===== src/rtl/gpio_apb_pkg.sv =====
package gpio_apb_pkg;

  localparam int OFS_INT_EN   = 'h30;
  localparam int OFS_INT_MASK = 'h34;
  localparam int OFS_INT_TYPE = 'h38;
  localparam int OFS_INT_POL  = 'h3C;
  localparam int OFS_INT_STAT = 'h40;
  localparam int OFS_DEB_EN   = 'h48;
  localparam int OFS_EOI      = 'h4C;
  localparam int OFS_LVL_BASE = 'h50;
  localparam int PORT_STRIDE  = 12;

  function automatic int dout_ofs(input int p);
    return PORT_STRIDE * p;
  endfunction

  function automatic int dir_ofs(input int p);
    return PORT_STRIDE * p + 4;
  endfunction

  function automatic int lvl_ofs(input int p);
    return OFS_LVL_BASE + 4 * p;
  endfunction

  // Trigger condition for one pin: edge event or active level.
  function automatic logic trig_bit(input logic is_edge, input logic pol,
                                    input logic cur, input logic prev);
    if (is_edge) return pol ? (cur & ~prev) : (~cur & prev);
    return pol ? cur : ~cur;
  endfunction

endpackage


===== src/rtl/gpio_in_sync.sv =====
module gpio_in_sync #(
  parameter int N = 32
) (
  input  logic         clk,
  input  logic         rst_n,
  input  logic [N-1:0] d,
  output logic [N-1:0] q
);
  logic [N-1:0] meta;

  always_ff @(posedge clk or negedge rst_n) begin
    if (!rst_n) begin
      meta <= '0;
      q    <= '0;
    end else begin
      meta <= d;
      q    <= meta;
    end
  end
endmodule


===== src/rtl/gpio_port_bank.sv =====
module gpio_port_bank
  import gpio_apb_pkg::*;
#(
  parameter int W      = 32,
  parameter int NP     = 4,
  parameter int ADDR_W = 7
) (
  input  logic              clk,
  input  logic              rst_n,
  input  logic              wr,
  input  logic [ADDR_W-1:0] addr,
  input  logic [W-1:0]      wdata,
  output logic [NP*W-1:0]   dout,
  output logic [NP*W-1:0]   dir
);
  for (genvar p = 0; p < NP; p++) begin : g_port
    logic wr_dout, wr_dir;
    assign wr_dout = wr && (addr == ADDR_W'(dout_ofs(p)));
    assign wr_dir  = wr && (addr == ADDR_W'(dir_ofs(p)));

    always_ff @(posedge clk or negedge rst_n) begin
      if (!rst_n) begin
        dout[p*W +: W] <= '0;
        dir[p*W +: W]  <= '0;
      end else begin
        if (wr_dout) dout[p*W +: W] <= wdata;
        if (wr_dir)  dir[p*W +: W]  <= wdata;
      end
    end
  end
endmodule


===== src/rtl/gpio_irq_ctrl.sv =====
module gpio_irq_ctrl
  import gpio_apb_pkg::*;
#(
  parameter int W = 32
) (
  input  logic         clk,
  input  logic         rst_n,
  input  logic [W-1:0] pin_s,
  input  logic         db_tick,
  input  logic [W-1:0] en,
  input  logic [W-1:0] mask,
  input  logic [W-1:0] typ,
  input  logic [W-1:0] pol,
  input  logic [W-1:0] deb,
  input  logic         eoi_wr,
  input  logic [W-1:0] eoi_mask,
  output logic [W-1:0] status,
  output logic         irq
);
  logic [W-1:0] filt_v, pend_v, hit_v, raw_v;

  for (genvar i = 0; i < W; i++) begin : g_pin
    logic db_last, prev, q, clr;
    assign q        = deb[i] ? filt_v[i] : pin_s[i];
    assign clr      = eoi_wr & eoi_mask[i];
    assign hit_v[i] = typ[i] & trig_bit(1'b1, pol[i], q, prev);
    assign raw_v[i] = typ[i] ? pend_v[i] : trig_bit(1'b0, pol[i], q, prev);

    always_ff @(posedge clk or negedge rst_n) begin
      if (!rst_n) begin
        db_last   <= 1'b0;
        filt_v[i] <= 1'b0;
        prev      <= 1'b0;
        pend_v[i] <= 1'b0;
      end else begin
        if (db_tick) begin
          db_last <= pin_s[i];
          if (pin_s[i] == db_last) filt_v[i] <= pin_s[i];
        end
        prev      <= q;
        pend_v[i] <= en[i] & typ[i] & (hit_v[i] | (pend_v[i] & ~clr));
      end
    end
  end

  assign status = raw_v & en & ~mask;
  assign irq    = |status;

  // a pending bit only appears after an edge hit in the previous cycle
  p_pend_source_r6: assert property (@(posedge clk) disable iff (!rst_n)
    ((pend_v & ~$past(pend_v) & ~$past(hit_v)) == '0));

  // cleared bits stay clear unless a new edge arrived alongside the write
  p_eoi_clear_r7: assert property (@(posedge clk) disable iff (!rst_n)
    eoi_wr |=> ((pend_v & $past(eoi_mask & ~hit_v)) == '0));

  // the debounce filter only moves on a sample strobe
  p_debounce_tick_r9: assert property (@(posedge clk) disable iff (!rst_n)
    !$past(db_tick) |-> (filt_v == $past(filt_v)));
endmodule


===== src/rtl/gpio_apb_ctrl.sv =====
module gpio_apb_ctrl
  import gpio_apb_pkg::*;
#(
  parameter int W      = 32,
  parameter int NP     = 4,
  parameter int ADDR_W = 7
) (
  input  logic              pclk,
  input  logic              presetn,
  input  logic              psel,
  input  logic              penable,
  input  logic              pwrite,
  input  logic [ADDR_W-1:0] paddr,
  input  logic [31:0]       pwdata,
  output logic [31:0]       prdata,
  input  logic              db_tick,
  input  logic [NP*W-1:0]   pin_in,
  output logic [NP*W-1:0]   pin_out,
  output logic [NP*W-1:0]   pin_oe,
  output logic              irq
);
  localparam int TOTAL = NP * W;

  logic              wr;
  logic [W-1:0]      wd;
  logic [TOTAL-1:0]  pin_s;
  logic [W-1:0]      int_en_q, int_mask_q, int_type_q, int_pol_q, deb_q;
  logic [W-1:0]      status;
  logic              eoi_wr;

  assign wr     = psel & penable & pwrite;
  assign wd     = pwdata[W-1:0];
  assign eoi_wr = wr && (paddr == ADDR_W'(OFS_EOI));

  gpio_in_sync #(.N(TOTAL)) u_sync (
    .clk(pclk), .rst_n(presetn), .d(pin_in), .q(pin_s)
  );

  gpio_port_bank #(.W(W), .NP(NP), .ADDR_W(ADDR_W)) u_bank (
    .clk(pclk), .rst_n(presetn), .wr(wr), .addr(paddr), .wdata(wd),
    .dout(pin_out), .dir(pin_oe)
  );

  always_ff @(posedge pclk or negedge presetn) begin
    if (!presetn) begin
      int_en_q   <= '0;
      int_mask_q <= '0;
      int_type_q <= '0;
      int_pol_q  <= '0;
      deb_q      <= '0;
    end else if (wr) begin
      if (paddr == ADDR_W'(OFS_INT_EN))   int_en_q   <= wd;
      if (paddr == ADDR_W'(OFS_INT_MASK)) int_mask_q <= wd;
      if (paddr == ADDR_W'(OFS_INT_TYPE)) int_type_q <= wd;
      if (paddr == ADDR_W'(OFS_INT_POL))  int_pol_q  <= wd;
      if (paddr == ADDR_W'(OFS_DEB_EN))   deb_q      <= wd;
    end
  end

  gpio_irq_ctrl #(.W(W)) u_irq (
    .clk(pclk), .rst_n(presetn), .pin_s(pin_s[W-1:0]), .db_tick(db_tick),
    .en(int_en_q), .mask(int_mask_q), .typ(int_type_q), .pol(int_pol_q),
    .deb(deb_q), .eoi_wr(eoi_wr), .eoi_mask(wd),
    .status(status), .irq(irq)
  );

  always_comb begin
    prdata = '0;
    for (int p = 0; p < NP; p++) begin
      if (paddr == ADDR_W'(dout_ofs(p))) prdata[W-1:0] = pin_out[p*W +: W];
      if (paddr == ADDR_W'(dir_ofs(p)))  prdata[W-1:0] = pin_oe[p*W +: W];
      if (paddr == ADDR_W'(lvl_ofs(p)))  prdata[W-1:0] = pin_s[p*W +: W];
    end
    if (paddr == ADDR_W'(OFS_INT_EN))   prdata[W-1:0] = int_en_q;
    if (paddr == ADDR_W'(OFS_INT_MASK)) prdata[W-1:0] = int_mask_q;
    if (paddr == ADDR_W'(OFS_INT_TYPE)) prdata[W-1:0] = int_type_q;
    if (paddr == ADDR_W'(OFS_INT_POL))  prdata[W-1:0] = int_pol_q;
    if (paddr == ADDR_W'(OFS_INT_STAT)) prdata[W-1:0] = status;
    if (paddr == ADDR_W'(OFS_DEB_EN))   prdata[W-1:0] = deb_q;
  end

  // a write to the port A direction register shows on the enables next cycle
  p_dir_drive_r2: assert property (@(posedge pclk) disable iff (!presetn)
    (wr && paddr == ADDR_W'(dir_ofs(0))) |=> (pin_oe[W-1:0] == $past(wd)));

  // with every enable bit clear the interrupt line stays low
  p_irq_quiet_r5: assert property (@(posedge pclk) disable iff (!presetn)
    (int_en_q == '0) |-> !irq);
endmodule


===== config.mk =====
export PLATFORM = sky130hd
export DESIGN_NAME = gpio_apb_ctrl
export DESIGN_NICKNAME = d
export VERILOG_FILES = /design/src/rtl/gpio_apb_pkg.sv /design/src/rtl/gpio_in_sync.sv /design/src/rtl/gpio_port_bank.sv /design/src/rtl/gpio_irq_ctrl.sv /design/src/rtl/gpio_apb_ctrl.sv
export SDC_FILE = /design/constraint.sdc
export NUM_CORES = 1
export LEC_CHECK = 0
export BUFFER_PORTS_ARGS = -buffer_cell sky130_fd_sc_hd__buf_2
export CORE_MARGIN = 4
export CORE_UTILIZATION = 25
export CTS_CLUSTER_SIZE = 20
export DETAILED_ROUTE_END_ITERATION = 6
export GPL_ROUTABILITY_DRIVEN = 0
export PLACE_DENSITY_LB_ADDON = 0.25
export RECOVER_POWER = 25
export SLEW_MARGIN = 20
export SYNTH_ARGS = -nofsm -noshare
export SYNTH_HDL_FRONTEND = slang
export SYNTH_SLANG_ARGS = --single-unit

===== constraint.sdc =====
create_clock -name pclk -period 5.3 [get_ports pclk]
set_clock_uncertainty 0.1 [all_clocks]
set_input_delay 1.59 -clock pclk [delete_from_list [all_inputs] [get_ports pclk]]
set_output_delay 1.59 -clock pclk [all_outputs]
set_load 0.03 [all_outputs]

# --- Word level (Yosys, flattened, before mapping) ---
# Index checks and enable logic that the tools add are counted.
op_classes:
  eq_ne: 50
  mux: 146
  bitwise_logic: 357
  reduce_logical: 48
op_table:
  columns: ["cell", "n"]
  rows:
  - ["2-to-1 mux 32 bit", 18]
  - ["AND 1 bit", 226]
  - ["2-to-1 mux 1 bit", 128]
  - ["inverter 1 bit", 96]
  - ["AND reduction 2 bit", 37]
  - ["AND 32 bit", 2]
  - ["== test 7 bit (second input constant)", 7]
  - ["== test 7 x 6 -> 1 bit (second input constant)", 6]
  - ["== test 1 bit", 32]
  - ["inverter 32 bit", 1]
  - ["bitwise OR 1 bit", 32]
  - ["OR reduction 32 bit", 1]
  - ["== test 7 x 5 -> 1 bit (second input constant)", 3]
  - ["logical AND 1 bit", 9]
  - ["== test 7 x 3 -> 1 bit (second input constant)", 1]
  - ["== test 7 x 4 -> 1 bit (second input constant)", 1]
  - ["logical NOT 7 bit", 1]
totals:
  ff_bits: 800
  inputBits: 173
  word_cells: 744

# --- Longest topological paths before layout ---
depth:
  word_depth: 19
  depth_mapped: 10
  ltp_nobuf: 6

# --- Modules after synthesis ---
# From an unflattened synthesis, not the netlist that was laid out.
hier_totals:
  hier_cells: 2864
  area_unflattened_um2: 34809.6
by_module_without_submodules:
  columns: ["mod", "n_inst", "cells_each", "area_each_um2", "seq_area_each_um2"]
  rows:
  - ["gpio_apb_ctrl", 1, 1263, 11805.1, 4003.8]
  - ["gpio_port_bank", 1, 551, 9510.4, 6406.1]
  - ["gpio_irq_ctrl", 1, 794, 7088.0, 3203.1]
  - ["gpio_in_sync", 1, 256, 6406.1, 6406.1]

# --- Least setup slack after synthesis ---
# OpenSTA, ideal clock, no wires.
synth_timing:
  path_kind: "in2out"
  from: "in paddr[0]"
  to: "out prdata[25]"
  arrival_ps: 3971
  slack_ps: -361
  path_stages: 7
  path_cell_list: "buf_2 > nor4b_2 > nand3_1 > a221oi_2 > a2111oi_0 > or4_1 > a221oi_1"
synth_between:
  elab_chain_len: 19
  word_cells_on_any_way: 36
  cone_classes: "eq/ne (17); mux (18); reduce/logical (1)"
synth_lines:
  columns: ["element", "line_no", "source"]
  rows:
  - ["start, declared", "gpio_apb_ctrl.sv:13", "input logic [ADDR_W-1:0] paddr,"]
  - ["logical NOT 7 bit", "gpio_apb_ctrl.sv:70", "if (paddr == ADDR_W'(dout_ofs(p))) prdata[W-1:0] = pin_out[p*W +: W];"]
  - ["2-to-1 mux 32 bit", "gpio_apb_ctrl.sv:70", null]
  - ["2-to-1 mux 32 bit", "gpio_apb_ctrl.sv:71", "if (paddr == ADDR_W'(dir_ofs(p))) prdata[W-1:0] = pin_oe[p*W +: W];"]
  - ["2-to-1 mux 32 bit", "gpio_apb_ctrl.sv:72", "if (paddr == ADDR_W'(lvl_ofs(p))) prdata[W-1:0] = pin_s[p*W +: W];"]
  - ["2-to-1 mux 32 bit", "gpio_apb_ctrl.sv:70", null]
  - ["2-to-1 mux 32 bit", "gpio_apb_ctrl.sv:71", null]
  - ["2-to-1 mux 32 bit", "gpio_apb_ctrl.sv:72", null]
  - ["2-to-1 mux 32 bit", "gpio_apb_ctrl.sv:70", null]
  - ["(+3 left out)", null, null]
  - ["2-to-1 mux 32 bit", "gpio_apb_ctrl.sv:71", null]
  - ["2-to-1 mux 32 bit", "gpio_apb_ctrl.sv:72", null]
  - ["2-to-1 mux 32 bit", "gpio_apb_ctrl.sv:74", "if (paddr == ADDR_W'(OFS_INT_EN)) prdata[W-1:0] = int_en_q;"]
  - ["2-to-1 mux 32 bit", "gpio_apb_ctrl.sv:75", "if (paddr == ADDR_W'(OFS_INT_MASK)) prdata[W-1:0] = int_mask_q;"]
  - ["2-to-1 mux 32 bit", "gpio_apb_ctrl.sv:76", "if (paddr == ADDR_W'(OFS_INT_TYPE)) prdata[W-1:0] = int_type_q;"]
  - ["2-to-1 mux 32 bit", "gpio_apb_ctrl.sv:77", "if (paddr == ADDR_W'(OFS_INT_POL)) prdata[W-1:0] = int_pol_q;"]
  - ["2-to-1 mux 32 bit", "gpio_apb_ctrl.sv:78", "if (paddr == ADDR_W'(OFS_INT_STAT)) prdata[W-1:0] = status;"]
  - ["2-to-1 mux 32 bit (*)", "gpio_apb_ctrl.sv:79", "if (paddr == ADDR_W'(OFS_DEB_EN)) prdata[W-1:0] = deb_q;"]
  - ["end, declared", "gpio_apb_ctrl.sv:15", "output logic [31:0] prdata,"]
# Every way passes the cells marked *; elsewhere a longest branch is shown, timed or not.

# --- Worst setup path in the final report ---
layout_timing:
  from: "in paddr[2]"
  to: "out prdata[17]"
# The elaborated chain is that of the path after synthesis.

==> results.json <==
{
  "status": "complete, but fails checks",
  "failed_checks": "design-rule violations, max-capacitance violations, max-slew violations, negative setup slack",
  "synthMuxAreaShare": 0.164,
  "drc_errors": 1,
  "synth.yosys.warnings": 0,
  "ir_drop_mv": 0.277,
  "ys_seq_elements": 800,
  "cts.sinks": 800,
  "relSlewSlack": -0.976,
  "worst_pin_slew_ns": 2.96,
  "grt_pass1_vias": 27300,
  "ant_nets": 0,
  "path_clk_slew_ns": 0.07,
  "grt_antenna_before_repair": 20,
  "postLayoutSetupSlackWorst_ns": -0.275,
  "cts_buffer_depth": 3,
  "dr_total_vias": 27300,
  "nets": 3644,
  "io_pins": 462,
  "num_rows": 135,
  "p_comb_frac": 0.082,
  "clk_latency_ns": 0.70,
  "total_power_mw": 14.6,
  "via_per_inst": 5.11,
  "powerDensity_nw_per_um2": 318,
  "clkPwrFrac": 0.465,
  "period_needed_ns": 5.57,
  "final_common_cell": "dfrtp_1",
  "slew_viol_final": 116,
  "cp_max_fo": 8,
  "rsz0062_at_grt": "true",
  "core_sq_um": 136000,
  "cts_tree": "yes",
  "place.detailed.hpwl_mm": 114,
  "fp.dieH_um": 378,
  "grt_max_degree": 93,
  "netlist_area_sq_um": 34200,
  "cellLeakagePower_nw": 21.3,
  "cp.arrival_ns": 3.88,
  "die_w_um": 378,
  "startpoint_type": "input pin",
  "port_buffers": 461,
  "p_seq_frac": 0.453,
  "critPathKind": "in -> out",
  "htree_levels": 3,
  "drive_above_1_share": 0.426,
  "ys_types": 79,
  "synth_fa_ha_area_frac": 0,
  "overflow": 0,
  "clock-root-buffer": "clkbuf_16",
  "dieArea_sq_um": 143000,
  "grt_pass1_wl_mm": 216,
  "hold_class": "reg -> reg",
  "place_ws_ns": -0.631,
  "ys_seq_area_frac": 0.586,
  "synth_flop_cell": "dfrtp_1",
  "synth_area_per_cell_sq_um": 12.2,
  "hold_viol": 0,
  "fmax_ghz": 0.179,
  "mappedNetlistNets": 2968,
  "switching_share": 0.257,
  "drt-pass1-iter-count": 7,
  "final_cell_mix": "800 x dfrtp_1, 436 x mux2_2, 384 x buf_2",
  "period_share": 1.05,
  "intPower_mw": 10.8,
  "start_util": 0.252,
  "synth-xor-area-share": 0.00820,
  "fill_cells": 13600,
  "synthSimpleGateAreaFrac": 0.0814,
  "syn_inst": 2795,
  "wire_per_inst_um": 29.3,
  "end_kind": "output pin",
  "power_switching_mw": 3.75,
  "synth_compound_area_frac": 0.131,
  "synth_top_family_by_area": "multiplexers",
  "synth-async-reset-ratio": 1.00,
  "finalSetupViolations": 30,
  "synthToLayoutAreaGrowth_pct": 34.2,
  "critPathRequiredTime_ns": 3.61,
  "placed_cells": 5112,
  "grt.total_usage": 0.214,
  "maxCapViolCount": 2,
  "cts_buffers": 95,
  "final_cells": 5336,
  "synth_edf_count": 0,
  "drtIter0Drc": 2480,
  "totalWireLength_mm": 156
}
[flip-flops by register name, indices dropped and copies added, names as in the netlist]
signal               cells
int_pol_q               32
int_en_q                32
u_irq.g_pin.prev        32
int_mask_q              32
u_sync.meta            128
int_type_q              32
u_irq.g_pin.db_last     32
u_sync.q               128
u_bank.dout            128
u_bank.dir             128
u_irq.pend_v            32
deb_q                   32
u_irq.filt_v            32
[timing repair]
action | 4_1_cts | 5_1_grt
pin swaps | 68 | 56
setup endpoints to repair | 33 | 33
resized for setup | 199 | 108
gates cloned | 2 | 1
setup buffers | 15 | 30
hold buffers | 0 | 0
hold endpoints to repair | 0 | 0
[cell usage after synthesis, drive strengths merged (5+ instances only)]
library cell | n | area, sq um
xor2 | 26 | 228
clkbuf | 111 | 417
nor4 | 13 | 103
nor3b | 24 | 190
and3b | 6 | 52.6
buf | 91 | 453
o22a | 8 | 70.1
o31a | 10 | 87.6
mux2i | 55 | 551
nor2 | 241 | 907
nor3 | 30 | 180
o221ai | 37 | 324
nand3 | 22 | 110
mux2 | 448 | 5040
a211oi | 23 | 173
a221o | 9 | 90.1
o32ai | 12 | 120
o22ai | 52 | 332
xnor2 | 6 | 52.6
a211o | 14 | 123
a221oi | 60 | 532
a2111oi | 8 | 76.3
o2bb2ai | 39 | 342
a21oi | 174 | 871
dfrtp | 800 | 20000
nand2b | 39 | 244
nor4b | 5 | 65.1
a22oi | 48 | 360
inv | 37 | 139
or3b | 10 | 87.6
nor2b | 21 | 131
o21bai | 6 | 45.0
o21ai | 105 | 526
a222oi | 15 | 150
nand2 | 132 | 495
a31oi | 8 | 50.1
a22o | 5 | 43.8
[worst max-delay path, cell delays in order]
cell	delay, ns
buf_4	0.13
buf_12	0.13
nor4_4	0.30
buf_6	0.20
buf_4	0.13
buf_4	0.16
o21ai_0	0.19
a221oi_4	0.37
a2111oi_4	0.09
nor4_2	0.15
o31a_1	0.27
buf_6	0.16
[logic make-up (layout without fill, tap and decap cells)]
group	after synthesis	count (layout)
xor+xnor	32	32
mux	503	503
other cells	0	5
buf+inv	239	994
flops	800	800
simple gates	569	569
compound gates	652	652
[stage by stage]
stage | util | hold slack (ns) | cell area [sq um] | setup TNS (ns)
final | 0.338 | 0.218 | 45900 | -4.13
after global routing | 0.338 | 0.224 | 45900 | -5.66
after detailed placement | 0.302 | 0.235 | 40900 | -10.72
after floorplan | - | 0.231 | 34200 | -0.105
after CTS | 0.333 | 0.203 | 45100 | -3.76
after global placement | 0.302 | 0.233 | 40900 | -10.55
[worst paths after layout]
check | from | endpoint | slack (ns) | cells past startpoint
hold / removal | u_sync.meta[51] | u_sync.q[51] | 0.22 | 0
hold reg to reg | u_sync.meta[51] | u_sync.q[51] | 0.22 | 0
setup reg to reg | u_sync.q[0] | u_irq.pend_v[0] | 3.76 | 4
max in group asynchronous | presetn | u_sync.meta[126] | 0.48 | 2
min in group asynchronous | presetn | u_sync.meta[41] | 1.71 | 1
setup / recovery | paddr[2] | prdata[17] | -0.27 | 12
[routing by layer]
| metal | global-route usage | vias up | wire length (um) |
|---|---|---|---|
| li1 | - | 11600 | - |
| met1 | 0.290 | 14200 | 67800 |
| met2 | 0.324 | 1143 | 69000 |
| met3 | 0.0676 | 272 | 14200 |
| met4 | 0.0685 | 14 | 5340 |
| met5 | 0 | - | 76 |
[final cells by class]
type	count	area (sq um)	share of cell area
Inverter	37	139	0.00303
Multi-Input combinational cell	1756	14300	0.311
Sequential cell	800	20000	0.437
Timing Repair Buffer	781	5980	0.130
Clock inverter	40	477	0.0104
Antenna cell	5	12.5	0.000273
Tap cell	1781	2230	0.0486
Clock buffer	136	2740	0.0598
[power groups by stage]
stage          clock (mW)  sequential (mW)  combinational [mW]
6_report             6.78             6.61                1.20
5_1_grt              7.19             6.63                1.30
4_1_cts              6.96             6.60                1.20
3_5_place_dp            0             6.71                1.15
3_3_place_gp            0             6.71                1.14
2_1_floorplan           0             6.71               0.453
(Power assumes the default switching activity.)
